`src/rtl/led_panel_pkg.sv`:
```
// Package: register offsets and status bit positions shared by the LED panel
// and its checker. Assumes a byte-addressed APB window with whole-offset decode.
package led_panel_pkg;

    localparam logic [7:0] OFS_SWITCH  = 8'h08;
    localparam logic [7:0] OFS_PATTERN = 8'h0C;
    localparam logic [7:0] OFS_MODE    = 8'h14;

    localparam int LED_COUNT = 8;

    // Fixed bit positions of the status strobes on status_i / led_o.
    typedef enum int {
        ST_DBG_RESTART = 0,
        ST_WAKEUP      = 1,
        ST_EVENT_TX    = 2,
        ST_RESET_REQ   = 3,
        ST_LOCKUP      = 4,
        ST_HALTED      = 5,
        ST_DEEP_SLEEP  = 6,
        ST_SLEEPING    = 7
    } status_bit_e;

    typedef enum logic {
        SRC_PATTERN  = 1'b0,
        SRC_OVERRIDE = 1'b1
    } led_src_e;

endpackage

```
`src/rtl/led_sw_sync.sv`:
```
// Module: multi-flop synchroniser for a bus of slow, independent level inputs.
// Assumes every bit is a quasi-static level (switch), so per-bit skew is harmless.
module led_sw_sync #(
    parameter int WIDTH  = 8,
    parameter int STAGES = 2
) (
    input  logic             clk,
    input  logic             rst_n,
    input  logic [WIDTH-1:0] async_i,
    output logic [WIDTH-1:0] sync_o
);

    logic [WIDTH-1:0] chain [STAGES];

    generate
        for (genvar s = 0; s < STAGES; s++) begin : g_stage
            // Shift the level one flop further along the synchroniser chain.
            always_ff @(posedge clk) begin
                if (!rst_n) begin
                    chain[s] <= '0;
                end else begin
                    chain[s] <= (s == 0) ? async_i : chain[(s == 0) ? 0 : s - 1];
                end
            end
        end
    endgenerate

    assign sync_o = chain[STAGES-1];

endmodule

```
`src/rtl/led_stretch.sv`:
```
// Module: retriggerable pulse stretcher for one status strobe.
// A high input at a clock edge reloads the counter to CYCLES; the output is high
// while the counter is non-zero. Assumes CYCLES >= 1.
module led_stretch #(
    parameter int CYCLES = 1 << 20
) (
    input  logic clk,
    input  logic rst_n,
    input  logic pulse_i,
    output logic lit_o
);

    localparam int CW = $clog2(CYCLES + 1);
    localparam logic [CW-1:0] LOAD = CW'(CYCLES);

    logic [CW-1:0] remain_q;

    // Reload on a strobe, otherwise count the window down to zero.
    always_ff @(posedge clk) begin
        if (!rst_n) begin
            remain_q <= '0;
        end else if (pulse_i) begin
            remain_q <= LOAD;
        end else if (remain_q != '0) begin
            remain_q <= remain_q - 1'b1;
        end
    end

    assign lit_o = (remain_q != '0);

endmodule

```
`src/rtl/led_apb_regs.sv`:
```
// Module: APB register window holding the LED pattern and the source-select bit,
// and returning the synchronised switch levels. Zero wait states, whole-offset
// decode, unmapped offsets and reserved bits read zero and ignore writes.
module led_apb_regs
    import led_panel_pkg::*;
#(
    parameter int ADDR_W = 12,
    parameter int DATA_W = 32,
    parameter int LEDS   = 8
) (
    input  logic              clk,
    input  logic              rst_n,
    input  logic              psel,
    input  logic              penable,
    input  logic              pwrite,
    input  logic [ADDR_W-1:0] paddr,
    input  logic [DATA_W-1:0] pwdata,
    output logic [DATA_W-1:0] prdata,
    output logic              pready,
    input  logic [LEDS-1:0]   sw_sync_i,
    output logic [LEDS-1:0]   pattern_o,
    output led_src_e          src_o
);

    localparam logic [ADDR_W-1:0] A_SW   = ADDR_W'(OFS_SWITCH);
    localparam logic [ADDR_W-1:0] A_PAT  = ADDR_W'(OFS_PATTERN);
    localparam logic [ADDR_W-1:0] A_MODE = ADDR_W'(OFS_MODE);

    logic            wr_en;
    logic [LEDS-1:0] pattern_q;
    led_src_e        src_q;
    logic            unused_wdata;

    assign wr_en        = psel && penable && pwrite;
    assign unused_wdata = ^pwdata[DATA_W-1:LEDS];

    // Capture writes to the pattern byte and the mode bit; all else is dropped.
    always_ff @(posedge clk) begin
        if (!rst_n) begin
            pattern_q <= '0;
            src_q     <= SRC_PATTERN;
        end else if (wr_en) begin
            if (paddr == A_PAT) begin
                pattern_q <= pwdata[LEDS-1:0];
            end
            if (paddr == A_MODE) begin
                src_q <= led_src_e'(pwdata[0]);
            end
        end
    end

    // Return read data for mapped offsets, zero everywhere else.
    always_comb begin
        prdata = '0;
        if (psel && !pwrite) begin
            if (paddr == A_SW) begin
                prdata[LEDS-1:0] = sw_sync_i;
            end else if (paddr == A_PAT) begin
                prdata[LEDS-1:0] = pattern_q;
            end else if (paddr == A_MODE) begin
                prdata[0] = src_q;
            end
        end
    end

    assign pready    = 1'b1;
    assign pattern_o = pattern_q;
    assign src_o     = src_q;

endmodule

```
`src/rtl/led_status_panel.sv`:
```
// Module: top of the LED panel. Combines the APB register window, the switch
// synchroniser and one stretcher per status strobe, and selects the LED source.
// Assumes a single clock domain for the bus and status strobes.
module led_status_panel
    import led_panel_pkg::*;
#(
    parameter int ADDR_W         = 12,
    parameter int DATA_W         = 32,
    parameter int STRETCH_CYCLES = 1 << 20,
    parameter int SYNC_STAGES    = 2
) (
    input  logic                 pclk,
    input  logic                 presetn,
    input  logic                 psel,
    input  logic                 penable,
    input  logic                 pwrite,
    input  logic [ADDR_W-1:0]    paddr,
    input  logic [DATA_W-1:0]    pwdata,
    output logic [DATA_W-1:0]    prdata,
    output logic                 pready,
    input  logic [LED_COUNT-1:0] sw_i,
    input  logic [LED_COUNT-1:0] status_i,
    output logic [LED_COUNT-1:0] led_o
);

    logic [LED_COUNT-1:0] sw_sync;
    logic [LED_COUNT-1:0] pattern;
    logic [LED_COUNT-1:0] stretched;
    led_src_e             mode_q;

    led_sw_sync #(
        .WIDTH  (LED_COUNT),
        .STAGES (SYNC_STAGES)
    ) u_sync (
        .clk     (pclk),
        .rst_n   (presetn),
        .async_i (sw_i),
        .sync_o  (sw_sync)
    );

    led_apb_regs #(
        .ADDR_W (ADDR_W),
        .DATA_W (DATA_W),
        .LEDS   (LED_COUNT)
    ) u_regs (
        .clk       (pclk),
        .rst_n     (presetn),
        .psel      (psel),
        .penable   (penable),
        .pwrite    (pwrite),
        .paddr     (paddr),
        .pwdata    (pwdata),
        .prdata    (prdata),
        .pready    (pready),
        .sw_sync_i (sw_sync),
        .pattern_o (pattern),
        .src_o     (mode_q)
    );

    generate
        for (genvar k = 0; k < LED_COUNT; k++) begin : g_stretch
            led_stretch #(
                .CYCLES (STRETCH_CYCLES)
            ) u_st (
                .clk     (pclk),
                .rst_n   (presetn),
                .pulse_i (status_i[k]),
                .lit_o   (stretched[k])
            );
        end
    endgenerate

    // Pick the LED source named by the mode bit.
    always_comb begin
        led_o = (mode_q == SRC_OVERRIDE) ? stretched : pattern;
    end

endmodule

```
`config.mk`:
```
export PLATFORM = sky130hd
export DESIGN_NAME = led_status_panel
export DESIGN_NICKNAME = d
export VERILOG_FILES = /design/src/rtl/led_panel_pkg.sv /design/src/rtl/led_sw_sync.sv /design/src/rtl/led_stretch.sv /design/src/rtl/led_apb_regs.sv /design/src/rtl/led_status_panel.sv
export SDC_FILE = /design/constraint.sdc
export NUM_CORES = 1
export LEC_CHECK = 0
export BUFFER_PORTS_ARGS = -buffer_cell sky130_fd_sc_hd__buf_2
export CORE_AREA = 2 2 180 129
export CTS_CLUSTER_DIAMETER = 200
export DETAILED_ROUTE_END_ITERATION = 10
export DIE_AREA = 0 0 182 131
export PLACE_DENSITY_LB_ADDON = 0.08
export SYNTH_ARGS = -nofsm -noshare
export SYNTH_HDL_FRONTEND = slang
export SYNTH_SLANG_ARGS = --single-unit
export TNS_END_PERCENT = 100
```
`constraint.sdc`:
```
create_clock -name pclk -period 5.4 [get_ports pclk]
set_input_delay 1.08 -clock pclk [delete_from_list [all_inputs] [get_ports pclk]]
set_output_delay 1.08 -clock pclk [all_outputs]
set_load 0.05 [all_outputs]
```
==> results.json, run 1 <==
{
  "num_rows": 46,
  "io_pins": 106,
  "end_kind": "output port",
  "drt-total-wl_um": 20600,
  "holdBufCountCts": 0,
  "die_x_um": 182,
  "grt_start_max_net_pins": 29,
  "syn_area_mm2": 0.00955,
  "wl_per_cell_um": 14.1,
  "track_usage": 0.178,
  "grt_pass1_wl_um": 34300,
  "antennaDiodeCount": 0,
  "insertion_delay_ns": 0.44,
  "status": "finished clean",
  "grt_pass1_vias": 6810,
  "syn_inst": 1132,
  "nFillCells": 2195,
  "initial_utilization": 0.430,
  "cts_max_level": 4,
  "ctsResizeCount": 0,
  "avgViaCountPerCell": 5.22,
  "worst_slew_pin_slew_ns": 0.919,
  "synth_edf_count": 0,
  "die-height_um": 131,
  "r2r_end": "g_stretch[6].u_st.remain_q[0]",
  "cts_buffers": 17,
  "path_class": "reg2out",
  "ys_ff_latch": 193,
  "postRouteAntennaNets": 0,
  "critPathMaxFanout": 13,
  "crit_cells": 5,
  "crit_family": "simple AND/OR/NAND/NOR gates",
  "max_slew_margin": 0.382,
  "clock_sinks": 193,
  "drtPass1Iterations": 5,
  "synth_async_sr_flop_share": 0,
  "maxCapViolations": 0,
  "fin_crit_sh": 0.757,
  "clkTransAtPathRegs_ns": 0.08,
  "critPathSlowestCell": "nor4_1",
  "grt_overflow": 0,
  "setup_tns_ns": 0,
  "clockBufferDepth": 2,
  "path_buf_inv": 1,
  "cp.arrival_ns": 3.01,
  "rsz0062_at_grt": "false",
  "endpoint": "led_o[6]",
  "ys_seq_area_frac": 0.405,
  "antenna_found_initial": 0,
  "path_cells": "nor4_1 > nand4b_1 > or2_1 > mux2_2 > buf_2",
  "clock_tree.root_cell": "clkbuf_16",
  "fin_crit_ns": 4.09,
  "rrSetupSlack_ns": 2.98,
  "synth_flop_cell": "dfxtp_1",
  "yosys_warnings": 0,
  "startpoint": "g_stretch[6].u_st.remain_q[14]",
  "synth_area_per_cell_um2": 8.44,
  "max_freq_ghz": 0.245,
  "nets": 1245,
  "gp_congestion": 0.768,
  "portBuffers": 56,
  "dieArea_mm2": 0.0238,
  "worstHoldPathCells": 1,
  "r2r-start": "g_stretch[6].u_st.remain_q[14]",
  "r2r_cells": 5,
  "postCtsSetupBuffers": 0,
  "area.growth.synth_to_final_pct": 11.2,
  "mostFrequentLayoutCells": "193 x dfxtp_1, 169 x nor2_1, 56 x a21oi_1, 56 x buf_2, 55 x xor2_1",
  "hold_violations": 0,
  "final_common_cell": "dfxtp_1",
  "setup_viol": 0,
  "crit_path_max_incr_delay_ns": 0.62,
  "core-area_mm2": 0.0222,
  "skew_ns": 0.0103,
  "required_ns": 4.32,
  "hold_path_class": "reg2reg",
  "drive_gt1_frac": 0.110,
  "crit_path_start_kind": "register",
  "post-route-drc-count": 0,
  "finalMaxSlewViolations": 0,
  "cts_tree": "built",
  "hpwl_um": 14200,
  "vias": 7643,
  "first_iter_violations": 402,
  "synth_cell_types": 60
}
## cells by family after synthesis
family                   Yosys count  share of synthesized area
flip-flops                       193                      0.405
XOR/XNOR                          87                     0.0798
adder cells (fa/ha/maj)           16                     0.0210
other                              2                   0.000786
buffers and inverters             97                     0.0491
AO/OA/AOI/OAI                    177                      0.117
multiplexers                      19                     0.0214
AND/OR/NAND/NOR                  541                      0.307
## layer usage
metal	track usage	wire length, um	vias up
met3	0.0382	638	13
li1	-	-	4038
met4	0.0465	188	0
met5	0	0	-
met1	0.262	11100	3515
met2	0.262	8650	77
## Yosys cell counts (4+ instances only)
cell type	count	share of area
a2111oi_0	4	0.0037
a211oi_1	14	0.011
a21oi_1	56	0.029
a22oi_1	9	0.0071
and2_1	24	0.016
and3_1	4	0.0026
and4_1	5	0.0046
buf_2	9	0.0047
buf_4	25	0.020
clkbuf_1	40	0.016
dfxtp_1	193	0.40
ha_1	16	0.021
inv_1	22	0.0086
mux2_2	7	0.0083
mux2i_1	11	0.012
nand2_1	49	0.019
nand2b_1	25	0.016
nand3_1	32	0.017
nand3b_1	8	0.0063
nand4_1	22	0.014
nand4b_1	12	0.011
nor2_1	169	0.066
nor2b_1	21	0.014
nor3_1	41	0.021
nor4_1	31	0.020
nor4_2	4	0.0052
nor4b_1	6	0.0055
o211ai_1	11	0.0086
o21a_1	6	0.0047
o21ai_0	40	0.021
o31a_1	4	0.0037
o31ai_1	17	0.013
o41ai_1	5	0.0046
or2_1	4	0.0026
or2_2	8	0.0052
or3_1	32	0.021
or4_1	28	0.022
xnor2_1	32	0.029
xor2_1	55	0.050
## how the worst min path moves through the flow
| stage | start | to | slack (ns) |
|---|---|---|---|
| after detailed placement | u_sync.chain[0][0] | u_sync.chain[1][0] | 0.42 |
| after floorplan | u_sync.chain[0][0] | u_sync.chain[1][0] | 0.41 |
| after global routing | u_sync.chain[0][4] | u_sync.chain[1][4] | 0.45 |
| final | u_sync.chain[0][3] | u_sync.chain[1][3] | 0.44 |
| after global placement | u_sync.chain[0][4] | u_sync.chain[1][4] | 0.41 |
| after CTS | u_sync.chain[0][4] | u_sync.chain[1][4] | 0.44 |
## registers in the layout, indices dropped and copies added, names as in the netlist
register	cells
u_regs.src_o	1
u_sync.chain	16
u_regs.pattern_o	8
g_stretch.u_st.remain_q	168
## metrics by stage
| stage | hold slack, ns | instances | cell area [um^2] | worst slack, ns | util |
|---|---|---|---|---|---|
| finish | 0.435 | 1465 | 10600 | 1.31 | 0.478 |
| global route | 0.454 | 1465 | 10600 | 1.03 | 0.478 |
| CTS | 0.438 | 1465 | 10600 | 1.30 | 0.478 |
| detailed placement | 0.419 | 1433 | 9970 | 1.38 | 0.449 |
| global placement | 0.415 | 1433 | 9970 | 1.39 | 0.449 |
| floorplan | 0.412 | 1155 | 9640 | 1.22 | - |
## area by class of cell
cell class	instances	area (um^2)	share of cell area
clock inverter	15	224	0.0211
clock buffer	17	425	0.0401
multi-input combinational	865	5310	0.500
timing repair buffer	65	348	0.0328
inverter	22	82.6	0.00778
tap	288	360	0.0339
sequential	193	3860	0.364
Power of run 1 is not shown: default switching activity piles up to over one toggle a cycle in this logic, so the estimate is an artifact.
==> inputs of run 2 (changes only) <==
- ABC_AREA: unset -> 1
- CORE_AREA: 2 2 180 129 -> 2 2 191 137
- DIE_AREA: 0 0 182 131 -> 0 0 193 139
- clock period: 5.4 -> 4 ns (I/O delays scaled with it)
==> run 2 against run 1 <==
Compared with the run above: first-iteration DRC count up 54%; area after synthesis up 14%; setup slack worse by 0.35 ns; cell count up 39%; non-clock buffer count down 7; critical path depth up 3; routed wire length up 19%; hold slack worse by 0.023 ns; count of clock-buffer cells in the layout up 3; critical path type unchanged; critical endpoint is now led_o[4]; highest routed layer unchanged.
==> results.json, run 2 <==
{
  "post-route-drc-count": 0,
  "yosys_warnings": 0,
  "largest_reg_flops": 168,
  "max_freq_ghz": 0.329,
  "synthTopCellsByArea": "dfxtp_1 36%, nand2_1 14%, nor2_1 14%",
  "fin_area_mm2": 0.0118,
  "track_usage": 0.188,
  "cts_tree": "built",
  "setup_viol": 0,
  "largest-register": "g_stretch.u_st.remain_q",
  "ys_ff_latch": 193,
  "fin_crit_sh": 0.760,
  "grt_overflow": 0,
  "critPathMaxFanout": 11,
  "synth_area_per_cell_um2": 6.60,
  "nFillCells": 2666,
  "gp_congestion": 0.899,
  "synth_flop_cell": "dfxtp_1",
  "hold_violations": 0,
  "clock_sinks": 193,
  "skew_ns": 0.00707,
  "synth.most_common_cell": "nand2_1",
  "drive_gt1_frac": 0.115,
  "io_pins": 106,
  "path_class": "reg2out",
  "worstHoldPathCells": 2,
  "synth.top_cells.by_count": "408 x nand2_1, 394 x nor2_1, 193 x dfxtp_1, 154 x inv_1, 65 x nand3_1",
  "die-height_um": 139,
  "worst_slack_ns": 0.959,
  "insertion_delay_ns": 0.43,
  "r2r-start": "g_stretch[6].u_st.remain_q[0]",
  "path_buf_inv": 3,
  "final-seq-area_mm2": 0.00386,
  "r2r_end": "g_stretch[6].u_st.remain_q[11]",
  "fin_crit_ns": 3.04,
  "multi_input_area_mm2": 0.00608,
  "worst_slew_pin_slew_ns": 0.663,
  "dieArea_mm2": 0.0268,
  "die_x_um": 193,
  "status": "finished clean",
  "antennaDiodeCount": 0,
  "max_slew_margin": 0.558,
  "critPathSlowestCell": "nand3_1",
  "wl_per_cell_um": 12.1,
  "crit_path_max_incr_delay_ns": 0.44,
  "final_common_cell": "nand2_1",
  "synth_top_area_frac": 0.356,
  "grt_pass1_wl_um": 41300,
  "required_ns": 3.20,
  "first_iter_violations": 619,
  "r2r_cells": 7,
  "dp.cells": 2002,
  "rrSetupSlack_ns": 2.13,
  "postPlaceCellArea_mm2": 0.0113,
  "antenna_found_initial": 0,
  "critPathMostFrequentCell": "inv_1",
  "hold_path_class": "reg2reg",
  "initial_utilization": 0.431,
  "portBuffers": 56,
  "maxCapViolations": 0,
  "holdPathEnd": "u_sync.chain[1][4]",
  "syn_area_mm2": 0.0108,
  "mostFrequentLayoutCells": "408 x nand2_1, 394 x nor2_1, 193 x dfxtp_1, 154 x inv_1, 65 x nand3_1",
  "synth_async_sr_flop_share": 0,
  "ctsResizeCount": 0,
  "drtPass1Iterations": 5,
  "rsz0062_at_grt": "false",
  "dpl_worst_slack_ns": 1.01,
  "cts_max_level": 4,
  "avgViaCountPerCell": 4.71,
  "hp-start": "u_sync.chain[0][4]",
  "drt-total-wl_um": 24600,
  "grt_start_max_net_pins": 27,
  "yosysTopAreaCell": "dfxtp_1",
  "vias": 9564,
  "hpwl_um": 18400,
  "crit_path_start_kind": "register",
  "instances_no_fill": 2032,
  "path_cells": "inv_1 > ha_1 > inv_1 > nor3_2 > nand3_1 > nor2_1 > a21oi_1 > buf_2",
  "clockBufferDepth": 2,
  "end_kind": "output port",
  "clock_tree.root_cell": "clkbuf_16",
  "syn_inst": 1642,
  "holdBufCountCts": 0,
  "postRouteAntennaNets": 0,
  "area.growth.synth_to_final_pct": 9.27,
  "postCtsSetupBuffers": 0,
  "cts_buffers": 17,
  "setup_tns_ns": 0,
  "core-area_mm2": 0.0251,
  "synth_edf_count": 0,
  "clkTransAtPathRegs_ns": 0.07,
  "finalMaxSlewViolations": 0,
  "crit_family": "simple AND/OR/NAND/NOR gates",
  "synth_cell_types": 37,
  "cp.arrival_ns": 2.24,
  "ys_seq_area_frac": 0.356,
  "num_rows": 49,
  "grt_pass1_vias": 8548,
  "nets": 1771
}
==> run 2: cell type report <==
cell class	instances	area share
Inverter	167	0.0529
Clock inverter	10	0.00940
Multi-Input combinational cell	1253	0.513
Clock buffer	20	0.0385
Sequential cell	193	0.326
Timing Repair Buffer	58	0.0249
Tap cell	331	0.0350
==> run 2: logic make-up (layout without fill, tap and decap cells) <==
group	Yosys count	count (layout)	synth area share
adders and majority gates	16	16	0.0185
other	2	25	0.000693
DFF	193	193	0.356
AOI/OAI and AO/OA	97	97	0.0482
xor gates and xnor gates	87	87	0.0703
buffers and inverters	219	255	0.0909
and+or+nand+nor	1028	1028	0.415
==> run 2: worst max-delay path by stage <==
stage,startpoint,end,slack (ns),cells after the start
2_1_floorplan,paddr[1],prdata[0],1.13,6
3_3_place_gp,paddr[1],prdata[1],1.08,8
3_5_place_dp,paddr[7],prdata[2],1.01,8
4_1_cts,g_stretch[5].u_st.remain_q[0],led_o[5],0.90,8
5_1_grt,g_stretch[5].u_st.remain_q[0],led_o[5],0.72,8
6_report,g_stretch[4].u_st.remain_q[0],led_o[4],0.96,8
==> run 2: stage by stage <==
stage | hold slack [ns] | util
4_1_cts | 0.415 | 0.471
6_report | 0.412 | 0.471
2_1_floorplan | 0.390 | -
3_3_place_gp | 0.394 | 0.449
5_1_grt | 0.435 | 0.471
3_5_place_dp | 0.398 | 0.449
==> run 2: worst register-to-register path: stages, from the launching register on <==
cell and delay, ns:
dfxtp_1 0.35, inv_1 0.20, ha_1 0.18, inv_1 0.06
nor3_1 0.18, nand4_1 0.48, o21ai_0 0.24, nor2_1 0.06
==> run 2: metal layers <==
layer / GRT usage / part of all wire / vias to the layer above
li1: - / - / 5141
met1: 0.289 / 0.57 / 4289
met2: 0.267 / 0.40 / 116
met3: 0.0326 / 0.028 / 18
met4: 0.0455 / 0.0094 / 0
met5: 0 / 0 / -
Power of run 2 is left out for the same reason.
==> inputs of run 3 (changes only) <==
- clock period: 4 -> 2.8 ns (I/O delays scaled with it)
==> run 3 against run 2 <==
Compared with the run above: setup slack got worse by 0.82 ns; sequential cell count unchanged; routed wire length increased by 0.14%; critical path type unchanged.
==> results.json, run 3 (synthesis results as in run 2) <==
{
  "holdBufCountCts": 0,
  "rsz0062_at_grt": "false",
  "path_buf_inv": 3,
  "worst_slew_pin_slew_ns": 0.643,
  "crit_path_max_incr_delay_ns": 0.35,
  "largest-register": "g_stretch.u_st.remain_q",
  "grt_pass1_wl_um": 41500,
  "area.growth.synth_to_final_pct": 9.66,
  "nets": 1777,
  "mostFrequentLayoutCells": "408 x nand2_1, 394 x nor2_1, 193 x dfxtp_1, 154 x inv_1, 65 x nand3_1",
  "critPathMostFrequentCell": "inv_1",
  "vias": 9603,
  "final-seq-area_mm2": 0.00386,
  "drive_gt1_frac": 0.119,
  "ctsResizeCount": 0,
  "skew_ns": 0.00853,
  "num_rows": 49,
  "clock_sinks": 193,
  "avgViaCountPerCell": 4.71,
  "path_cells": "inv_1 > ha_1 > inv_1 > nor3_2 > nand3_2 > nand2_1 > o21ai_0 > buf_2",
  "r2r-start": "g_stretch[6].u_st.remain_q[0]",
  "grt_overflow": 0,
  "hold_violations": 0,
  "cp.arrival_ns": 2.10,
  "cts_tree": "built",
  "startpoint": "g_stretch[6].u_st.remain_q[0]",
  "io_pins": 106,
  "post-route-drc-count": 0,
  "multi_input_area_mm2": 0.00608,
  "maxCapViolations": 0,
  "setup_tns_ns": 0,
  "gp_congestion": 0.843,
  "fin_crit_sh": 0.949,
  "hp-start": "sw_i[3]",
  "end_kind": "output port",
  "clockBufferDepth": 2,
  "die-height_um": 139,
  "postRouteAntennaNets": 0,
  "core-area_mm2": 0.0251,
  "crit_path_start_kind": "register",
  "antenna_found_initial": 0,
  "insertion_delay_ns": 0.43,
  "clock_tree.root_cell": "clkbuf_16",
  "track_usage": 0.189,
  "cts_max_level": 4,
  "critPathSlowestCell": "dfxtp_1",
  "first_iter_violations": 609,
  "fin_crit_ns": 2.66,
  "setup_viol": 0,
  "dieArea_mm2": 0.0268,
  "hold_path_class": "in2reg",
  "crit_family": "simple AND/OR/NAND/NOR gates",
  "largest_reg_flops": 168,
  "critPathMaxFanout": 5,
  "drt-total-wl_um": 24600,
  "wl_per_cell_um": 12.1,
  "finalMaxSlewViolations": 0,
  "path_class": "reg2out",
  "final_common_cell": "nand2_1",
  "required_ns": 2.24,
  "nFillCells": 2669,
  "clkTransAtPathRegs_ns": 0.07,
  "status": "finished clean",
  "grt_pass1_vias": 8673,
  "antennaDiodeCount": 0,
  "die_x_um": 193,
  "portBuffers": 56,
  "grt_start_max_net_pins": 26,
  "max_slew_margin": 0.571,
  "max_freq_ghz": 0.377,
  "postCtsSetupBuffers": 0,
  "drtPass1Iterations": 6,
  "hpwl_um": 18600,
  "cts_buffers": 17,
  "initial_utilization": 0.431
}
-- run 3: cell count changes in the layout (fill, tap and decap cells not counted), sizes merged --
| cell | before | now |
|---|---|---|
| buf | 58 | 64 |
| bufinv | 2 | 1 |
| clkinv | 4 | 7 |
| clkinvlp | 3 | 2 |
| inv | 168 | 169 |
-- run 3: layer usage --
layer	up-vias	routed length, um	track usage
met5	-	0	0
met2	136	9900	0.270
met1	4290	13700	0.292
li1	5167	-	-
met3	10	878	0.0354
met4	0	106	0.0359
-- run 3: area by class of cell --
type                            count  share of cell area
Sequential cell                   193               0.325
Clock buffer                       20              0.0384
Tap cell                          331              0.0348
Inverter                          167              0.0527
Timing Repair Buffer               64              0.0286
Multi-Input combinational cell   1253               0.511
Clock inverter                     12             0.00915
-- run 3: worst paths after layout --
| check | to | slack, ns | cells past startpoint |
|---|---|---|---|
| max | led_o[6] | 0.14 | 8 |
| min | u_sync.chain[0][3] | 0.31 | 3 |
| max reg2reg | g_stretch[6].u_st.remain_q[11] | 0.91 | 7 |
| min reg2reg | u_sync.chain[1][0] | 0.41 | 2 |
-- run 3: worst min-delay path, delay by kind of cell --
kind          cells  cell delay, ns
buf+inv           2            0.11
simple gates      1            0.04
-- run 3: per-stage QoR --
stage	setup slack (ns)	hold slack, ns	std cells	area [um^2]	utilization
floorplan	0.413	0.390	1665	10900	-
global placement	0.361	0.393	2008	11300	0.451
detailed placement	0.339	0.395	2008	11300	0.451
CTS	0.150	0.284	2040	11900	0.473
global route	0.0321	0.290	2040	11900	0.473
finish	0.144	0.310	2040	11900	0.473
Power of run 3 is left out for the same reason.
